==> src/rtl/mbs_pkg.sv <==
package mbs_pkg;
   typedef enum logic [1:0] {
      MBS_IDLE = 2'd0,
      MBS_WAIT = 2'd1,
      MBS_REL  = 2'd2
   } mbs_state_e;
endpackage

==> src/rtl/mbs_addr_latch.sv <==
module mbs_addr_latch #(
   parameter int ADDR_W = 11
) (
   input  logic              clk,
   input  logic              rst_n,
   input  logic              ale,
   input  logic [ADDR_W-1:0] addr_in,
   output logic [ADDR_W-1:0] addr_q
);
   // The value sampled at the last falling edge with ale high is kept once ale falls.
   always_ff @(negedge clk or negedge rst_n) begin
      if (!rst_n)
         addr_q <= '0;
      else if (ale)
         addr_q <= addr_in;
   end
endmodule

==> src/rtl/mbs_seq.sv <==
module mbs_seq
   import mbs_pkg::*;
#(
   parameter int WAIT_CYCLES = 2
) (
   input  logic clk,
   input  logic rst_n,
   input  logic cs_n,
   input  logic rd_n,
   input  logic wr_n,
   output logic start,
   output logic commit,
   output logic busy,
   output logic rel,
   output logic is_wr
);
   localparam int CNT_W = $clog2(WAIT_CYCLES + 1) + 1;

   mbs_state_e       state;
   logic [CNT_W-1:0] cnt;
   logic             done_wait;

   assign start     = (state == MBS_IDLE) && !cs_n && (!rd_n || !wr_n);
   assign done_wait = (state == MBS_WAIT) && (cnt == CNT_W'(WAIT_CYCLES));
   assign commit    = done_wait && is_wr;
   assign busy      = (state != MBS_IDLE);

   // Strobes are sampled on the falling bus-clock edge.
   always_ff @(negedge clk or negedge rst_n) begin
      if (!rst_n) begin
         state <= MBS_IDLE;
         cnt   <= '0;
         is_wr <= 1'b0;
      end else begin
         unique case (state)
            MBS_IDLE: if (start) begin
               state <= MBS_WAIT;
               cnt   <= CNT_W'(1);
               is_wr <= !wr_n;
            end
            MBS_WAIT: if (done_wait) state <= MBS_REL;
                      else           cnt   <= cnt + CNT_W'(1);
            MBS_REL:  if (cs_n || (rd_n && wr_n)) state <= MBS_IDLE;
            default:  state <= MBS_IDLE;
         endcase
      end
   end

   // The release is taken on the rising edge.
   always_ff @(posedge clk or negedge rst_n) begin
      if (!rst_n) rel <= 1'b0;
      else        rel <= (state == MBS_REL);
   end
endmodule

==> src/rtl/mbs_regfile.sv <==
module mbs_regfile #(
   parameter int DATA_W   = 16,
   parameter int NUM_REGS = 64,
   parameter int IDX_W    = 9
) (
   input  logic              clk,
   input  logic              rst_n,
   input  logic              wr_en,
   input  logic [IDX_W-1:0]  wr_idx,
   input  logic              wr_hi,
   input  logic [DATA_W-1:0] wr_data,
   input  logic [IDX_W-1:0]  rd_idx,
   input  logic              rd_hi,
   output logic [DATA_W-1:0] rd_data
);
   localparam int SEL_W = $clog2(NUM_REGS);

   logic                   wr_ok, rd_ok;
   logic [SEL_W-1:0]       wr_sel, rd_sel;
   logic [1:0][DATA_W-1:0] half_rd;

   assign wr_ok  = wr_en && (int'(wr_idx) < NUM_REGS);
   assign rd_ok  = (int'(rd_idx) < NUM_REGS);
   assign wr_sel = wr_idx[SEL_W-1:0];
   assign rd_sel = rd_idx[SEL_W-1:0];

   for (genvar h = 0; h < 2; h++) begin : g_half
      logic [DATA_W-1:0] lane [NUM_REGS];
      always_ff @(negedge clk or negedge rst_n) begin
         if (!rst_n) begin
            for (int i = 0; i < NUM_REGS; i++) lane[i] <= '0;
         end else if (wr_ok && (wr_hi == 1'(h))) begin
            lane[wr_sel] <= wr_data;
         end
      end
      assign half_rd[h] = rd_ok ? lane[rd_sel] : '0;
   end

   assign rd_data = rd_hi ? half_rd[1] : half_rd[0];
endmodule

==> src/rtl/mbs_slave.sv <==
module mbs_slave #(
   parameter int BUS_W       = 16,
   parameter int ADDR_W      = 11,
   parameter int NUM_REGS    = 64,
   parameter int WAIT_CYCLES = 2
) (
   input  logic             clk,
   input  logic             rst_n,
   input  logic             cs_n,
   input  logic             ale,
   input  logic             rd_n,
   input  logic             wr_n,
   input  logic [BUS_W-1:0] ad_i,
   output logic [BUS_W-1:0] ad_o,
   output logic             ad_oe,
   output logic             ready_o
);
   localparam int IDX_W = ADDR_W - 2;

   if (WAIT_CYCLES < 1)                   begin : g_bad_wait  $error("WAIT_CYCLES must be at least 1"); end
   if (ADDR_W < 3 || ADDR_W >= BUS_W)     begin : g_bad_addr  $error("ADDR_W must be within 3..BUS_W-1"); end
   if (NUM_REGS < 2 || NUM_REGS > (1 << IDX_W)) begin : g_bad_regs $error("NUM_REGS out of range"); end

   logic [ADDR_W-1:0] addr_q;
   logic [BUS_W-1:0]  hold_q;
   logic              start, commit, busy, rel, is_wr;
   logic [BUS_W-1:0]  rd_data;
   logic              unused_bits;

   assign unused_bits = ^{ad_i[BUS_W-1:ADDR_W], addr_q[0]};

   mbs_addr_latch #(.ADDR_W(ADDR_W)) u_addr (
      .clk(clk), .rst_n(rst_n), .ale(ale),
      .addr_in(ad_i[ADDR_W-1:0]), .addr_q(addr_q)
   );

   mbs_seq #(.WAIT_CYCLES(WAIT_CYCLES)) u_seq (
      .clk(clk), .rst_n(rst_n), .cs_n(cs_n), .rd_n(rd_n), .wr_n(wr_n),
      .start(start), .commit(commit), .busy(busy), .rel(rel), .is_wr(is_wr)
   );

   // The write data is held from the first falling edge of the access.
   always_ff @(negedge clk or negedge rst_n) begin
      if (!rst_n)                hold_q <= '0;
      else if (start && !wr_n)   hold_q <= ad_i;
   end

   mbs_regfile #(.DATA_W(BUS_W), .NUM_REGS(NUM_REGS), .IDX_W(IDX_W)) u_rf (
      .clk(clk), .rst_n(rst_n),
      .wr_en(commit), .wr_idx(addr_q[ADDR_W-1:2]), .wr_hi(addr_q[1]), .wr_data(hold_q),
      .rd_idx(addr_q[ADDR_W-1:2]), .rd_hi(addr_q[1]), .rd_data(rd_data)
   );

   assign ad_o    = rd_data;
   assign ad_oe   = rel && !is_wr && !rd_n && !cs_n;
   assign ready_o = cs_n ? 1'b1 : (!busy || rel);
endmodule

==> config.mk <==
export PLATFORM = sky130hd
export DESIGN_NAME = mbs_slave
export DESIGN_NICKNAME = d
export VERILOG_FILES = /design/src/rtl/mbs_pkg.sv /design/src/rtl/mbs_addr_latch.sv /design/src/rtl/mbs_seq.sv /design/src/rtl/mbs_regfile.sv /design/src/rtl/mbs_slave.sv
export SDC_FILE = /design/constraint.sdc
export NUM_CORES = 2
export LEC_CHECK = 0
export BUFFER_PORTS_ARGS = -buffer_cell sky130_fd_sc_hd__buf_2
export CAP_MARGIN = 10
export CORE_MARGIN = 4
export CORE_UTILIZATION = 60
export CTS_BUF_LIST = sky130_fd_sc_hd__clkbuf_4 sky130_fd_sc_hd__clkbuf_8 sky130_fd_sc_hd__clkbuf_16
export CTS_CLUSTER_SIZE = 30
export DETAILED_ROUTE_END_ITERATION = 8
export PLACE_DENSITY = 0.79
export SLEW_MARGIN = 20
export SYNTH_ARGS = -nofsm -noshare
export SYNTH_HDL_FRONTEND = slang
export SYNTH_SLANG_ARGS = --single-unit
==> constraint.sdc <==
create_clock -name clk -period 3.45 [get_ports clk]
set_input_delay 0.1725 -clock clk [delete_from_list [all_inputs] [get_ports clk]]
set_output_delay 0.1725 -clock clk [all_outputs]
set_load 0.005 [all_outputs]
* Yosys cells after proc, flatten, opt, wreduce, memory -nomap -nowiden
Cells that the tools add are included.
Widths: inputs -> output; s select.
** Storage, ports and cells
- Input port bits :: 22
- Bits in registers :: 2082
- Output and inout bits :: 18
** Operators by class
- Bitwise gates (word level) :: 2
- Reduce and logical (&&, ||, !) cells :: 27
- $add $sub $neg :: 1
- Eq/ne operators :: 7
- Mux-type cells :: 21
- $lt $le $gt $ge :: 3
** Operators with widths (count)
- $bwmux 1024 :: 2
- $bmux 16 s6 :: 2
- $mux 16 :: 8
- $demux 16 s6 :: 1
- $logic_and 1x1->1 :: 13
- $lt 9x7->1 const B :: 1
- $ge 7x7->1 const B :: 1
- $lt 7x1->1 const B :: 1
- $not 6->7 :: 1
- $mux 2 :: 3
- $mux 3 :: 2
- $pmux 2 s3 :: 1
- $pmux 3 s2 :: 1
- $reduce_and 3->1 :: 2
- $logic_not 1->1 :: 5
- $ne 2x1->1 const B :: 2
- $ne 2x2->1 const B :: 2
- $reduce_bool 2->1 :: 2
- $add 3x1->3 const B :: 1
- $eq 3x2->1 const B :: 1
- $logic_or 1x1->1 :: 3
- $eq 2x1->1 const B :: 1
- $eq 2x2->1 const B :: 1
- $logic_not 2->1 :: 1
- other kinds (3) :: 3

* Logic depth before layout (Yosys ltp)
- Depth after elaboration :: 6
- Gate-level depth with buffers :: 11
- Gate-level depth less buffers :: 8

* Cells and area by module
Synthesis repeated with hierarchy kept, for this count alone.
** Second synthesis, totals
- Cell total of the unflattened synthesis :: 6180
- Area total of the unflattened synthesis :: 94449.3 um2
** By module, submodules not included
- mbs_regfile :: cells each 6085, instances 1, seq. area each 51249.2 um2, area an instance 92969.2 um2
- mbs_slave :: cells each 38, instances 1, seq. area each 400.4 um2, area an instance 679.4 um2
- mbs_addr_latch :: cells each 23, instances 1, seq. area each 275.3 um2, area an instance 447.9 um2
- mbs_seq :: cells each 34, instances 1, seq. area each 175.2 um2, area an instance 352.8 um2

==> results by group <==
Drt
  • Routed len/inst: 34.03 µm
  • Post-DR vias/cell: 7.021
  • Drt initial violations: 8869
  • Vias: 67.14k
  • Routed Antenna Nets: 0
  • Drt drc: 0
  • Final WL: 325.4 mm
  • Pre-Repair DR Iteration Count: 9

Timing
  • Worst setup margin: -2.384 ns
  • Skew final: 0.09916 ns
  • Slew margin rel.: 17.95%
  • Final Max Tran Viols: 0
  • RSZ-0062 raised after global routing: true
  • Worst-Margin Slew: 1.231 ns
  • Fin. Hold Viols: 0
  • Setup TNS: -36.78 ns
  • Setup violators final: 27

Clock tree
  • Clk sinks: 2081
  • Worst skew pair latency: 0.87 ns
  • Clock root cell: clkbuf_16
  • Clk slew on worst S/H paths: 0.05 ns
  • CTS tree: built
  • H-tree levels: 4
  • CTS Buf Count: 208
  • Clock tree buffer depth: 3

Placement
  • Placed instance area: 103700 µm²
  • Dpl hpwl: 205.5 mm
  • Input/output buffers: 39
  • Dpl cells: 9007
  • Gpl congestion: 0.9841

Synth
  • Post-synth cell types: 71
  • Async SR Flop Fraction: 100.0%
  • Syn Inst Count: 6680
  • Top_reg_cell synth: dfrtn_1
  • Synth top area cells: dfrtn_1, mux2_2, mux2i_1
  • Synthesized area per cell: 14.36 µm²
  • Flops & latches, synth: 2081
  • Cell accounting for the most synthesized area: dfrtn_1
  • Seq/Total Area, Yosys: 54.29%
  • Mapped cell area: 95920 µm²
  • Syn_nets: 6704
  • Number of enable flip-flop cells after synthesis: 0
  • Share of the synthesized area in the top cell type: 54.26%
  • Yosys warnings: 0

Global route
  • Met1 Use GR: 50.60%
  • Met2 usage in global routing: 55.07%
  • Largest net degree at the start of global routing: 130
  • First-pass GRT wire length: 471.7 mm
  • Top Usage Layer GRT: met2
  • Initial antenna violation count: 12
  • Grt total ovfl: 0
  • GR Util met3: 13.59%
  • Total global-route track usage: 38.25%
  • Vias in the first global route: 68.74k

Floorplanning
  • Area of the core: 158600 µm²
  • I/O pins: 40
  • Die width: 407.8 µm
  • Starting Density: 60.49%
  • Cell row count: 146
  • Die area: 166300 µm²
  • DIE HEIGHT: 407.8 µm

Worst setup path
  • Worst Path Buf+Inv: 6
  • Cell Chain, Critical Path: buf_6, buf_12, buf_16, buf_4, mux2_4, a221o_1, a22oi_2, o22ai_2, nor4_4, buf_4, a211oi_4, buf_2
  • Critical path type: reg -> out
  • Worst setup SP type: register
  • Slowest CP cell: nor4_4
  • Most used cell, CP: buf_4
  • Critical Path AT: 5.66 ns
  • Max incr delay on CP: 0.52 ns
  • WP data required: 3.28 ns
  • Worst-path fanout max: 11
  • Top Family by Delay on Critical Path: buffers and inverters
  • CP Capture Type: output pin

Layout
  • Final Cell Area: 115100 µm²
  • Finished Layout Cells: 9562
  • Synthesis-to-finish area growth: 19.96%
  • Share of cells above drive strength 1: 55.15%
  • Nets: 7340

Pwr
  • Pwr dens: 528.4 nW/µm²
  • Max IR drop VDD: 0.7037 mV
  • LEAKAGE: 0.05583 µW

Status
  • Status: complete, but fails checks
  • Failing checks: setup timing

Run
  • Max-capacitance violation count: 0

Hold path
  • Hold Crit Class: reg -> reg
[final timing paths]
check,cells past startpoint,from,to,slack (ns)
max in group asynchronous,4,rst_n,u_rf.g_half[1].lane[700],0.87
worst min register to register,1,u_rf.g_half[0].lane[574],u_rf.g_half[0].lane[574],0.44
min in group asynchronous,4,rst_n,u_seq.rel,0.47
worst max register to register,11,u_addr.addr_q[4],u_rf.g_half[0].lane[276],-0.03
worst max-delay path,12,u_addr.addr_q[3],ad_o[0],-2.38
worst min-delay path,1,u_rf.g_half[0].lane[574],u_rf.g_half[0].lane[574],0.44
[through the flow]
stage                     hold slack (ns)  util (%)  total power, µW  setup WS [ns]
final                              0.4359     72.57            60800         -2.384
after global routing               0.4560     72.56            62010         -2.407
after CTS                          0.4347     71.65            59910         -2.309
after detailed placement           0.4348     65.41            35550         -2.284
after global placement             0.4274     65.39            35290         -2.388
after floorplan                   -0.1231         -            30050        -0.4789
[power by group]
part	leakage [µW]	switching, µW	total, µW	internal (µW)
Combinational	0.0231	8190	11500	3280
Sequential	0.0290	460	25200	24800
Clock	0.00367	10100	24100	14000
[synth_stat cells, types with 10 or more instances]
master / instances
nor2_2: 88
nand3_1: 32
buf_6: 85
mux2i_1: 386
o22a_1: 30
nor2_1: 54
mux4_2: 155
a22o_1: 45
o2bb2ai_1: 15
a21oi_1: 83
nor2b_1: 13
o22ai_1: 111
o21ai_0: 81
a221oi_1: 115
buf_2: 159
a31oi_1: 18
a211oi_1: 31
nand2_1: 121
buf_4: 72
a221o_1: 49
mux2_2: 2175
nand3_4: 10
a22oi_1: 153
nor2_4: 10
a222oi_1: 11
o221ai_1: 20
dfrtn_1: 2080
clkbuf_1: 313
buf_1: 23
[cell usage in the layout, fill, tap and decap left out, drive strengths merged, types with 7 or more instances in the layout]
cell type and instances:
a311oi 9, mux2i 386, mux2 2181, a221oi 115, bufinv 18, a211oi 31
nor2b 13, dfrtn 2080, a222oi 11, a22oi 153, clkbuf 311, nand2 121
nor2 152, and3 7, a22o 45, mux4 155, clkinv 51, o22a 30
a31oi 18, o2bb2ai 15, a21oi 83, inv 7, o22ai 111, nor4 10
nand2b 7, o21ai 81, buf 1062, a221o 49, nand3 44, o221ai 20
[cells by family after synthesis]
family          share of synthesized area (%)
xor+xnor                             0.009133
flops                                   54.29
simple gates                            2.366
fa+ha+maj                             0.02608
buf+inv                                 3.725
compound gates                          6.312
mux                                     33.27
[area by class of cell]
cell class / instances / area, µm²
diodes: 5 / 12.51
clock buffers: 302 / 6235
clock inverters: 77 / 1117
fillers: 9415 / 43490
inverters: 5 / 48.80
multi-input cells: 3942 / 41850
flip-flops and latches: 2081 / 52070
well taps: 2072 / 2592
repair buffers: 1078 / 11130
[repair_timing]
item / in CTS / in global routing
resized for setup: 291 / 159
setup buffers: 91 / 73
endpoints found under the hold margin: 1 / 0
hold buffers: 1 / 0
gates cloned: 12 / 9
setup endpoints to repair: 18 / 40
pin swaps: 65 / 66
[metal layers]
metal / up-vias / part of all wire [%]
met2: 4738 / 43
met1: 35120 / 37
met4: 14 / 6.7
met5: - / 0.030
li1: 26100 / -
met3: 1162 / 13
[state kept, by name, indices dropped and copies added (netlist names)]
signal            count
u_rf.g_half.lane   2048
hold_q               16
u_addr.addr_q        10
u_seq.cnt             3
u_seq.state           2
u_seq.is_wr           1
u_seq.rel             1
Note: power is estimated with default switching activity, not from simulation.
